File: src/rtl/mbx_ack_pkg.sv
package mbx_ack_pkg;

   typedef enum logic [2:0] {
      ST_POLL_ISSUE = 3'd0,
      ST_POLL_WAIT  = 3'd1,
      ST_CMD_ISSUE  = 3'd2,
      ST_CMD_WAIT   = 3'd3,
      ST_WR_CMD     = 3'd4,
      ST_WR_FLAG    = 3'd5,
      ST_DONE       = 3'd6
   } agent_state_e;

   typedef enum logic [1:0] {
      SEL_SND_FLAG = 2'd0,
      SEL_SND_CMD  = 2'd1,
      SEL_RPL_CMD  = 2'd2,
      SEL_RPL_FLAG = 2'd3
   } reg_sel_e;

endpackage

File: src/rtl/mbx_ack_seq.sv
module mbx_ack_seq
   import mbx_ack_pkg::*;
#(
   parameter int DATA_W       = 32,
   parameter int DOORBELL_BIT = 0
) (
   input  logic              clk,
   input  logic              rst_n,
   input  logic              payload_done,
   input  logic              rd_valid,
   input  logic [DATA_W-1:0] rd_data,
   output logic              want_rd,
   output logic              want_wr,
   output reg_sel_e          sel,
   output logic [DATA_W-1:0] cmd_q,
   output logic              done,
   output logic              ack_pulse
);

   agent_state_e state_q, state_d;
   logic [DATA_W-1:0] cmd_d;

   always_comb begin
      state_d = state_q;
      cmd_d   = cmd_q;
      unique case (state_q)
         ST_POLL_ISSUE: state_d = ST_POLL_WAIT;
         ST_POLL_WAIT: begin
            if (rd_valid) begin
               if (rd_data[DOORBELL_BIT] && payload_done)
                  state_d = ST_CMD_ISSUE;
               else
                  state_d = ST_POLL_ISSUE;
            end
         end
         ST_CMD_ISSUE: state_d = ST_CMD_WAIT;
         ST_CMD_WAIT: begin
            if (rd_valid) begin
               cmd_d   = rd_data;
               state_d = ST_WR_CMD;
            end
         end
         ST_WR_CMD:  state_d = ST_WR_FLAG;
         ST_WR_FLAG: state_d = ST_DONE;
         ST_DONE:    state_d = ST_DONE;
         default:    state_d = ST_POLL_ISSUE;
      endcase
   end

   always_ff @(posedge clk) begin
      if (!rst_n) begin
         state_q <= ST_POLL_ISSUE;
         cmd_q   <= '0;
      end else begin
         state_q <= state_d;
         cmd_q   <= cmd_d;
      end
   end

   always_comb begin
      want_rd   = (state_q == ST_POLL_ISSUE) || (state_q == ST_CMD_ISSUE);
      want_wr   = (state_q == ST_WR_CMD) || (state_q == ST_WR_FLAG);
      done      = (state_q == ST_DONE);
      ack_pulse = (state_q == ST_WR_FLAG);
      unique case (state_q)
         ST_CMD_ISSUE: sel = SEL_SND_CMD;
         ST_WR_CMD:    sel = SEL_RPL_CMD;
         ST_WR_FLAG:   sel = SEL_RPL_FLAG;
         default:      sel = SEL_SND_FLAG;
      endcase
   end

   // the command fetch only starts after payload-complete was seen
   assert_gate_payload_R3: assert property (@(posedge clk) disable iff (!rst_n)
      (state_q == ST_CMD_ISSUE) |-> $past(payload_done));

   // the command fetch only starts after a poll returned the doorbell
   assert_gate_doorbell_R4: assert property (@(posedge clk) disable iff (!rst_n)
      (state_q == ST_CMD_ISSUE) |-> ($past(rd_valid) && $past(rd_data[DOORBELL_BIT])));

   // terminal state is sticky
   assert_done_sticky_R9: assert property (@(posedge clk) disable iff (!rst_n)
      done |=> done);

endmodule

File: src/rtl/mbx_port_drive.sv
module mbx_port_drive
   import mbx_ack_pkg::*;
#(
   parameter int              ADDR_W    = 8,
   parameter int              DATA_W    = 32,
   parameter logic [ADDR_W-1:0] OFS_RPL_CMD  = 8'h00,
   parameter logic [ADDR_W-1:0] OFS_SND_CMD  = 8'h10,
   parameter logic [ADDR_W-1:0] OFS_RPL_FLAG = 8'h20,
   parameter logic [ADDR_W-1:0] OFS_SND_FLAG = 8'h30,
   parameter logic [DATA_W-1:0] ACK_VALUE    = 32'h2
) (
   input  logic              clk,
   input  logic              rst_n,
   input  logic              want_rd,
   input  logic              want_wr,
   input  reg_sel_e          sel,
   input  logic [DATA_W-1:0] cmd_q,
   output logic              mb_rd_req,
   output logic              mb_wr_req,
   output logic [ADDR_W-1:0] mb_addr,
   output logic [DATA_W-1:0] mb_wr_data
);

   always_comb begin
      mb_rd_req  = want_rd && !want_wr;
      mb_wr_req  = want_wr;
      mb_wr_data = '0;
      unique case (sel)
         SEL_SND_FLAG: mb_addr = OFS_SND_FLAG;
         SEL_SND_CMD:  mb_addr = OFS_SND_CMD;
         SEL_RPL_CMD: begin
            mb_addr    = OFS_RPL_CMD;
            mb_wr_data = cmd_q;
         end
         default: begin
            mb_addr    = OFS_RPL_FLAG;
            mb_wr_data = ACK_VALUE;
         end
      endcase
   end

   // read and write never share a cycle
   assert_rdwr_exclusive_R8: assert property (@(posedge clk) disable iff (!rst_n)
      !(mb_rd_req && mb_wr_req));

   // every read request lasts a single cycle
   assert_read_pulse_R2: assert property (@(posedge clk) disable iff (!rst_n)
      mb_rd_req |=> !mb_rd_req);

   // flag write carries the ack code and directly follows the command write
   assert_ack_value_R7: assert property (@(posedge clk) disable iff (!rst_n)
      (mb_wr_req && mb_addr == OFS_RPL_FLAG) |-> (mb_wr_data == ACK_VALUE));

   assert_ack_order_R7: assert property (@(posedge clk) disable iff (!rst_n)
      (mb_wr_req && mb_addr == OFS_RPL_FLAG) |-> ($past(mb_wr_req) && $past(mb_addr) == OFS_RPL_CMD));

endmodule

File: src/rtl/mbx_ack_tally.sv
module mbx_ack_tally #(
   parameter int CNT_W = 8
) (
   input  logic             clk,
   input  logic             rst_n,
   input  logic             inc,
   output logic [CNT_W-1:0] count
);

   localparam logic [CNT_W-1:0] CNT_MAX = {CNT_W{1'b1}};

   always_ff @(posedge clk) begin
      if (!rst_n)
         count <= '0;
      else if (inc && count != CNT_MAX)
         count <= count + 1'b1;
   end

endmodule

File: src/rtl/mbx_ack_agent.sv
module mbx_ack_agent
   import mbx_ack_pkg::*;
#(
   parameter int ADDR_W       = 8,
   parameter int DATA_W       = 32,
   parameter int CNT_W        = 8,
   parameter int DOORBELL_BIT = 0,
   parameter logic [ADDR_W-1:0] OFS_RPL_CMD  = 8'h00,
   parameter logic [ADDR_W-1:0] OFS_SND_CMD  = 8'h10,
   parameter logic [ADDR_W-1:0] OFS_RPL_FLAG = 8'h20,
   parameter logic [ADDR_W-1:0] OFS_SND_FLAG = 8'h30,
   parameter logic [DATA_W-1:0] ACK_VALUE    = 32'h2
) (
   input  logic              clk,
   input  logic              rst_n,
   input  logic              payload_done,
   output logic              mb_rd_req,
   output logic              mb_wr_req,
   output logic [ADDR_W-1:0] mb_addr,
   output logic [DATA_W-1:0] mb_wr_data,
   input  logic [DATA_W-1:0] mb_rd_data,
   input  logic              mb_rd_valid,
   output logic              done,
   output logic [CNT_W-1:0]  ack_count
);

   if (DOORBELL_BIT < 0 || DOORBELL_BIT >= DATA_W) begin : g_bad_doorbell
      $error("DOORBELL_BIT outside the data word");
   end
   if (CNT_W < 1) begin : g_bad_cnt
      $error("CNT_W must be at least 1");
   end
   if (OFS_RPL_CMD == OFS_SND_CMD || OFS_RPL_CMD == OFS_RPL_FLAG ||
       OFS_RPL_CMD == OFS_SND_FLAG || OFS_SND_CMD == OFS_RPL_FLAG ||
       OFS_SND_CMD == OFS_SND_FLAG || OFS_RPL_FLAG == OFS_SND_FLAG) begin : g_bad_map
      $error("mailbox offsets must be distinct");
   end

   logic              want_rd, want_wr, ack_pulse;
   reg_sel_e          sel;
   logic [DATA_W-1:0] cmd_q;

   mbx_ack_seq #(
      .DATA_W       (DATA_W),
      .DOORBELL_BIT (DOORBELL_BIT)
   ) seq_i (
      .clk          (clk),
      .rst_n        (rst_n),
      .payload_done (payload_done),
      .rd_valid     (mb_rd_valid),
      .rd_data      (mb_rd_data),
      .want_rd      (want_rd),
      .want_wr      (want_wr),
      .sel          (sel),
      .cmd_q        (cmd_q),
      .done         (done),
      .ack_pulse    (ack_pulse)
   );

   mbx_port_drive #(
      .ADDR_W       (ADDR_W),
      .DATA_W       (DATA_W),
      .OFS_RPL_CMD  (OFS_RPL_CMD),
      .OFS_SND_CMD  (OFS_SND_CMD),
      .OFS_RPL_FLAG (OFS_RPL_FLAG),
      .OFS_SND_FLAG (OFS_SND_FLAG),
      .ACK_VALUE    (ACK_VALUE)
   ) drive_i (
      .clk        (clk),
      .rst_n      (rst_n),
      .want_rd    (want_rd),
      .want_wr    (want_wr),
      .sel        (sel),
      .cmd_q      (cmd_q),
      .mb_rd_req  (mb_rd_req),
      .mb_wr_req  (mb_wr_req),
      .mb_addr    (mb_addr),
      .mb_wr_data (mb_wr_data)
   );

   mbx_ack_tally #(.CNT_W(CNT_W)) tally_i (
      .clk   (clk),
      .rst_n (rst_n),
      .inc   (ack_pulse),
      .count (ack_count)
   );

   // the counter and the done flag agree; one-shot means exactly one
   assert_one_shot_R9: assert property (@(posedge clk) disable iff (!rst_n)
      done |-> (ack_count == CNT_W'(1)));

   assert_no_early_count_R1: assert property (@(posedge clk) disable iff (!rst_n)
      !done |-> (ack_count == '0));

   // no mailbox traffic after done
   assert_quiet_after_done_R9: assert property (@(posedge clk) disable iff (!rst_n)
      done |-> !(mb_rd_req || mb_wr_req));

endmodule

File: config.mk
export PLATFORM = sky130hd
export DESIGN_NAME = mbx_ack_agent
export DESIGN_NICKNAME = d
export VERILOG_FILES = /design/src/rtl/mbx_ack_pkg.sv /design/src/rtl/mbx_ack_seq.sv /design/src/rtl/mbx_port_drive.sv /design/src/rtl/mbx_ack_tally.sv /design/src/rtl/mbx_ack_agent.sv
export SDC_FILE = /design/constraint.sdc
export NUM_CORES = 1
export LEC_CHECK = 0
export CAP_MARGIN = 10
export CORE_MARGIN = 8
export CORE_UTILIZATION = 46
export DETAILED_ROUTE_END_ITERATION = 10
export HOLD_SLACK_MARGIN = 0.08
export PLACE_DENSITY = 0.93
export SLEW_MARGIN = 20
export SYNTH_ARGS = -nofsm -noshare
export SYNTH_HDL_FRONTEND = slang
export SYNTH_SLANG_ARGS = --single-unit
File: constraint.sdc
create_clock -name clk -period 2.9 [get_ports clk]
set_input_delay 0.435 -clock clk [delete_from_list [all_inputs] [get_ports clk]]
set_output_delay 0.435 -clock clk [all_outputs]
set_load 0.05 [all_outputs]
---- Word-level counts from Yosys, hierarchy flattened ----
Index checks and enable logic that the tools add are counted.
word-level totals
  register bits after elaboration ......... 43
  output and inout bits ................... 51
  bits of input ports ..................... 36
  word-level logic and storage cells ...... 34
cells by class
  reductions and logical operators ........ 12
  multiplexer cells ....................... 7
  add/sub/neg operators ................... 1
  eq/ne operators ......................... 11
operator list
  operator               count
  $pmux W32 S2           1
  $pmux W3 S6            1
  $pmux W6 S3            1
  $eq A3 B3 Y1 const B   3
  $add A8 B1 Y8 const B  1
  $ne A8 B8 Y1 const B   1
  $eq A3 B2 Y1 const B   2
  $mux W3                2
  $pmux W2 S3            1
  $ne A2 B2 Y1 const B   2
  $reduce_and A2 Y1      2
  $reduce_or A2 Y1       2
  $eq A3 B1 Y1 const B   1
  $logic_and A1 B1 Y1    3
  $logic_not A3 Y1       1
  $eq A2 B1 Y1 const B   1
  $eq A2 B2 Y1 const B   1
  $logic_not A2 Y1       1
  $logic_or A1 B1 Y1     2
  $mux W2                1
  $logic_not A1 Y1       1

---- Longest topological paths before layout ----
  depth in word-level cells ............... 5
  mapped depth ............................ 8
  depth with buffers taken out ............ 5

---- Hierarchy ----
Synthesis repeated with hierarchy kept, for this count alone.
unflattened totals
  cells, all modules ...................... 260
  area, all modules ....................... 2287.2 um2
by module, submodules not included
  module          times used  area an instance (um2)  seq. area each (um2)  cells each
  mbx_ack_seq     1           1492.7                  700.7                 160
  mbx_ack_tally   1           404.1                   160.2                 47
  mbx_port_drive  1           390.4                   0.0                   53

---- Worst setup path before layout ----
No wires, ideal clock.
  kind .................................... register -> output
  start point ............................. reg seq_i.state_q[1]
  end point ............................... out mb_wr_data[1]
  arrival time ............................ 2521 ps
  data required time ...................... 2465 ps
  slack ................................... -56 ps
  path buffers ............................ 2
  cell stages (with the launch flop) ...... 7
  cells stage by stage .................... dfxtp_1 buf_6 nand2b_1 inv_1 ha_1 clkbuf_1 o21ai_0
on the way
  cells in the longest elaborated chain, start to end .. 5
  elaborated cells on any way between the ends .. 9
  classes of those cells .................. 5 x eq/ne; 2 x mux; 2 x reduce/logical
RTL lines
  item                                                     line                  source
  start: declaration                                       mbx_ack_seq.sv:20     agent_state_e state_q, state_d;
  start signal: assignment                                 mbx_ack_seq.sv:55     state_q <= state_d;
  $eq A3 B3 Y1 / $eq A3 B2 Y1 (equally long branches)      mbx_ack_seq.sv:65     unique case (state_q)
  $pmux W2 S3 *                                            mbx_ack_seq.sv:65
  $eq A2 B1 Y1 / $logic_not A2 Y1 (equally long branches)  mbx_port_drive.sv:28  unique case (sel)
  $reduce_or A2 Y1 (no line)                               n/a
  $pmux W32 S2 *                                           mbx_port_drive.sv:28
  end: declaration                                         mbx_ack_agent.sv:20   output logic [DATA_W-1:0] mb_wr_data,
Every way passes the cells marked *; elsewhere a longest branch is shown, timed or not.

---- Worst setup path after layout ----
  start point ............................. reg seq_i.state_q[2]
  end point ............................... out mb_wr_data[1]
Same word-level chain as after synthesis.

==> results.ini <==
[timing]
period_minus_slack_ns=2.64
max_clock_freq_ghz=0.378
fin_crit_sh=0.912
relSlewSlack=0.455
finalSetupTns_ns=0
report.final.slew_viol_count=0
fin_skew_ns=0.00398
rsz0062_at_grt=false
max_slew.worst_pin.slew_ns=0.815
setup_viol=0
finalHoldViolations=0

[drt]
vias_per_cell=5.15
drc=0
num_vias=1967
detail-route-antenna-nets=0
wl_mm=5.79
post_drt_wl_per_cell_um=15.2
drt_iter0_drc=91
drt_pass1_iterations=4

[setup_path]
cp_data_required_time_ns=2.47
critical_path_class=reg2out
arrival_ns=2.21
startpoint_type=flop
end_kind=output port
critPathMaxFanout=33
ff2ff_setup_slack_ns=1.27

[layout]
instances_no_fill=382
n_antenna_cell=0
area_delta_synth_final_pct=53.8
drive_above_1_share=0.165
nNetsFinal=365

[pwr]
leakagePower_nw=1.28
ir_drop_v=0.000257
powerDensity_nw_per_um2=339

[synth]
postSynth.asyncResetShare=0
avgSynthCellArea_um2=8.37
syn_area_um2=2150
ys_seq_elements=43
synth-edff-count=0
yosys_warnings=0
ys_seq_area_frac=0.400
synth_flop_cell=dfxtp_1
ys_types=42
syn_inst=257

[grt]
antenna_found_initial=0
grt-ovfl-total=0
grt_max_degree=34
track_usage=0.165
grt_pass1_vias=2023
grt_pass1_wl_mm=9.60

[clock_tree]
cts_sinks=43
postCtsSetupBuffers=0
clk_pin_slew_ns=0.08
ctsRootBufferMaster=clkbuf_8
ctsLongestPathBuffers=2
clk_latency_ns=0.29
htree_levels=2
numCtsBuffers=5
cts_tree=built

[min_path]
hp-class=reg2reg

[die]
fp.coreArea_um2=4630
num_rows=25
die_h_um=84.4
dieWidth_um=84.4
initial_core_util=0.465
boundaryPins=87
die-area_um2=7120

[placed_design]
gp_congestion=0.883
dp_cells=374
place_hpwl_mm=4.28
numPortBuffers=80

[run]
maxCapViolCount=0

[outcome]
status=finished, final reports clean

==> critical path, stage by stage, from the launching register on <==
cell and delay, ns:
dfxtp_1 0.59, and3b_1 0.41, nor2_1 0.09, ha_2 0.35, o21ai_1 0.31, buf_12 0.18
==> through the flow <==
stage	power (W)	instance area (um^2)	worst slack [ns]	hold slack, ns	utilization
after floorplan	0.000676	2170	0.319	0.430	-
after global placement	0.000725	3200	0.392	0.435	0.692
after detailed placement	0.000726	3200	0.288	0.442	0.692
after CTS	0.00113	3310	0.259	0.453	0.714
final	0.00112	3310	0.256	0.452	0.714
after global routing	0.00117	3310	0.106	0.475	0.714
==> kinds of logic (layout without fill, tap and decap cells) <==
family | Yosys count | count (layout) | share of synthesized area
buffers and inverters | 27 | 93 | 0.0844
flip-flops | 43 | 43 | 0.400
AND/OR/NAND/NOR | 131 | 131 | 0.312
other | 1 | 6 | 0.00174
AO/OA/AOI/OAI | 50 | 50 | 0.177
adder cells (fa/ha/maj) | 2 | 2 | 0.0116
XOR/XNOR | 3 | 3 | 0.0122
==> power breakdown <==
part	leakage [nW]	switching (W)	internal [W]
clock	0.0515	0.000190	0.000217
combinational	0.883	0.0000516	0.0000601
sequential	0.347	0.00000664	0.000595
total	1.28	0.000248	0.000872
==> registers in the layout, summed over array words and instances (netlist names) <==
name and flops:
tally_i.count 8, seq_i.cmd_q 32, seq_i.state_q 3
==> synthesized netlist by cell type (2+ instances only) <==
master | number | area share
nand2_1 | 73 | 0.13
dfxtp_1 | 43 | 0.40
and2_1 | 34 | 0.099
a21boi_1 | 30 | 0.10
buf_4 | 8 | 0.028
clkbuf_1 | 7 | 0.012
buf_6 | 6 | 0.031
a21oi_1 | 4 | 0.0093
buf_2 | 4 | 0.0093
nor2_1 | 4 | 0.0070
nand3_1 | 3 | 0.0070
o21ai_0 | 3 | 0.0070
a211oi_2 | 2 | 0.012
a21boi_0 | 2 | 0.0070
and3b_1 | 2 | 0.0081
ha_1 | 2 | 0.012
inv_1 | 2 | 0.0035
nand4_1 | 2 | 0.0058
nor3b_1 | 2 | 0.0070
xor2_1 | 2 | 0.0081
==> placed cells by master, fill, tap and decap left out, drive strengths merged, types with 5 or more instances in the layout <==
cell / count
and2: 34
dfxtp: 43
nor2: 5
a21boi: 33
conb: 6
buf: 36
clkbuf: 8
clkdlybuf4s50: 47
nand2: 73
==> layout make-up <==
| cell class | count | area, um^2 |
|---|---|---|
| sequential | 43 | 861 |
| timing repair buffer | 83 | 1140 |
| fill | 328 | 1320 |
| inverter | 2 | 7.51 |
| multi-input combinational | 192 | 1130 |
| tap | 54 | 67.6 |
| clock buffer | 8 | 100 |
==> path summary, 6_finish.rpt <==
kind,endpoint,start,cells past startpoint
max,mb_wr_data[1],seq_i.state_q[2],5
min,seq_i.cmd_q[15],seq_i.cmd_q[15],2
max reg2reg,seq_i.cmd_q[1],seq_i.state_q[0],4
min reg2reg,seq_i.cmd_q[15],seq_i.cmd_q[15],2
==> layer usage <==
layer  routed length (um)  GRT usage  share of wire  up-vias
li1                     -          -              -      967
met3                  363     0.0488          0.063       13
met5                    0          0              0        -
met2                 3000      0.306           0.52       77
met1                 2270      0.166           0.39      910
met4                  162     0.0712          0.028        0
==> timing repair <==
item,4_1_cts,5_1_grt
gates resized for setup,1,0
endpoints found under the setup margin,1,0
hold buffers,0,0
Power figures use the tool's default switching activity.
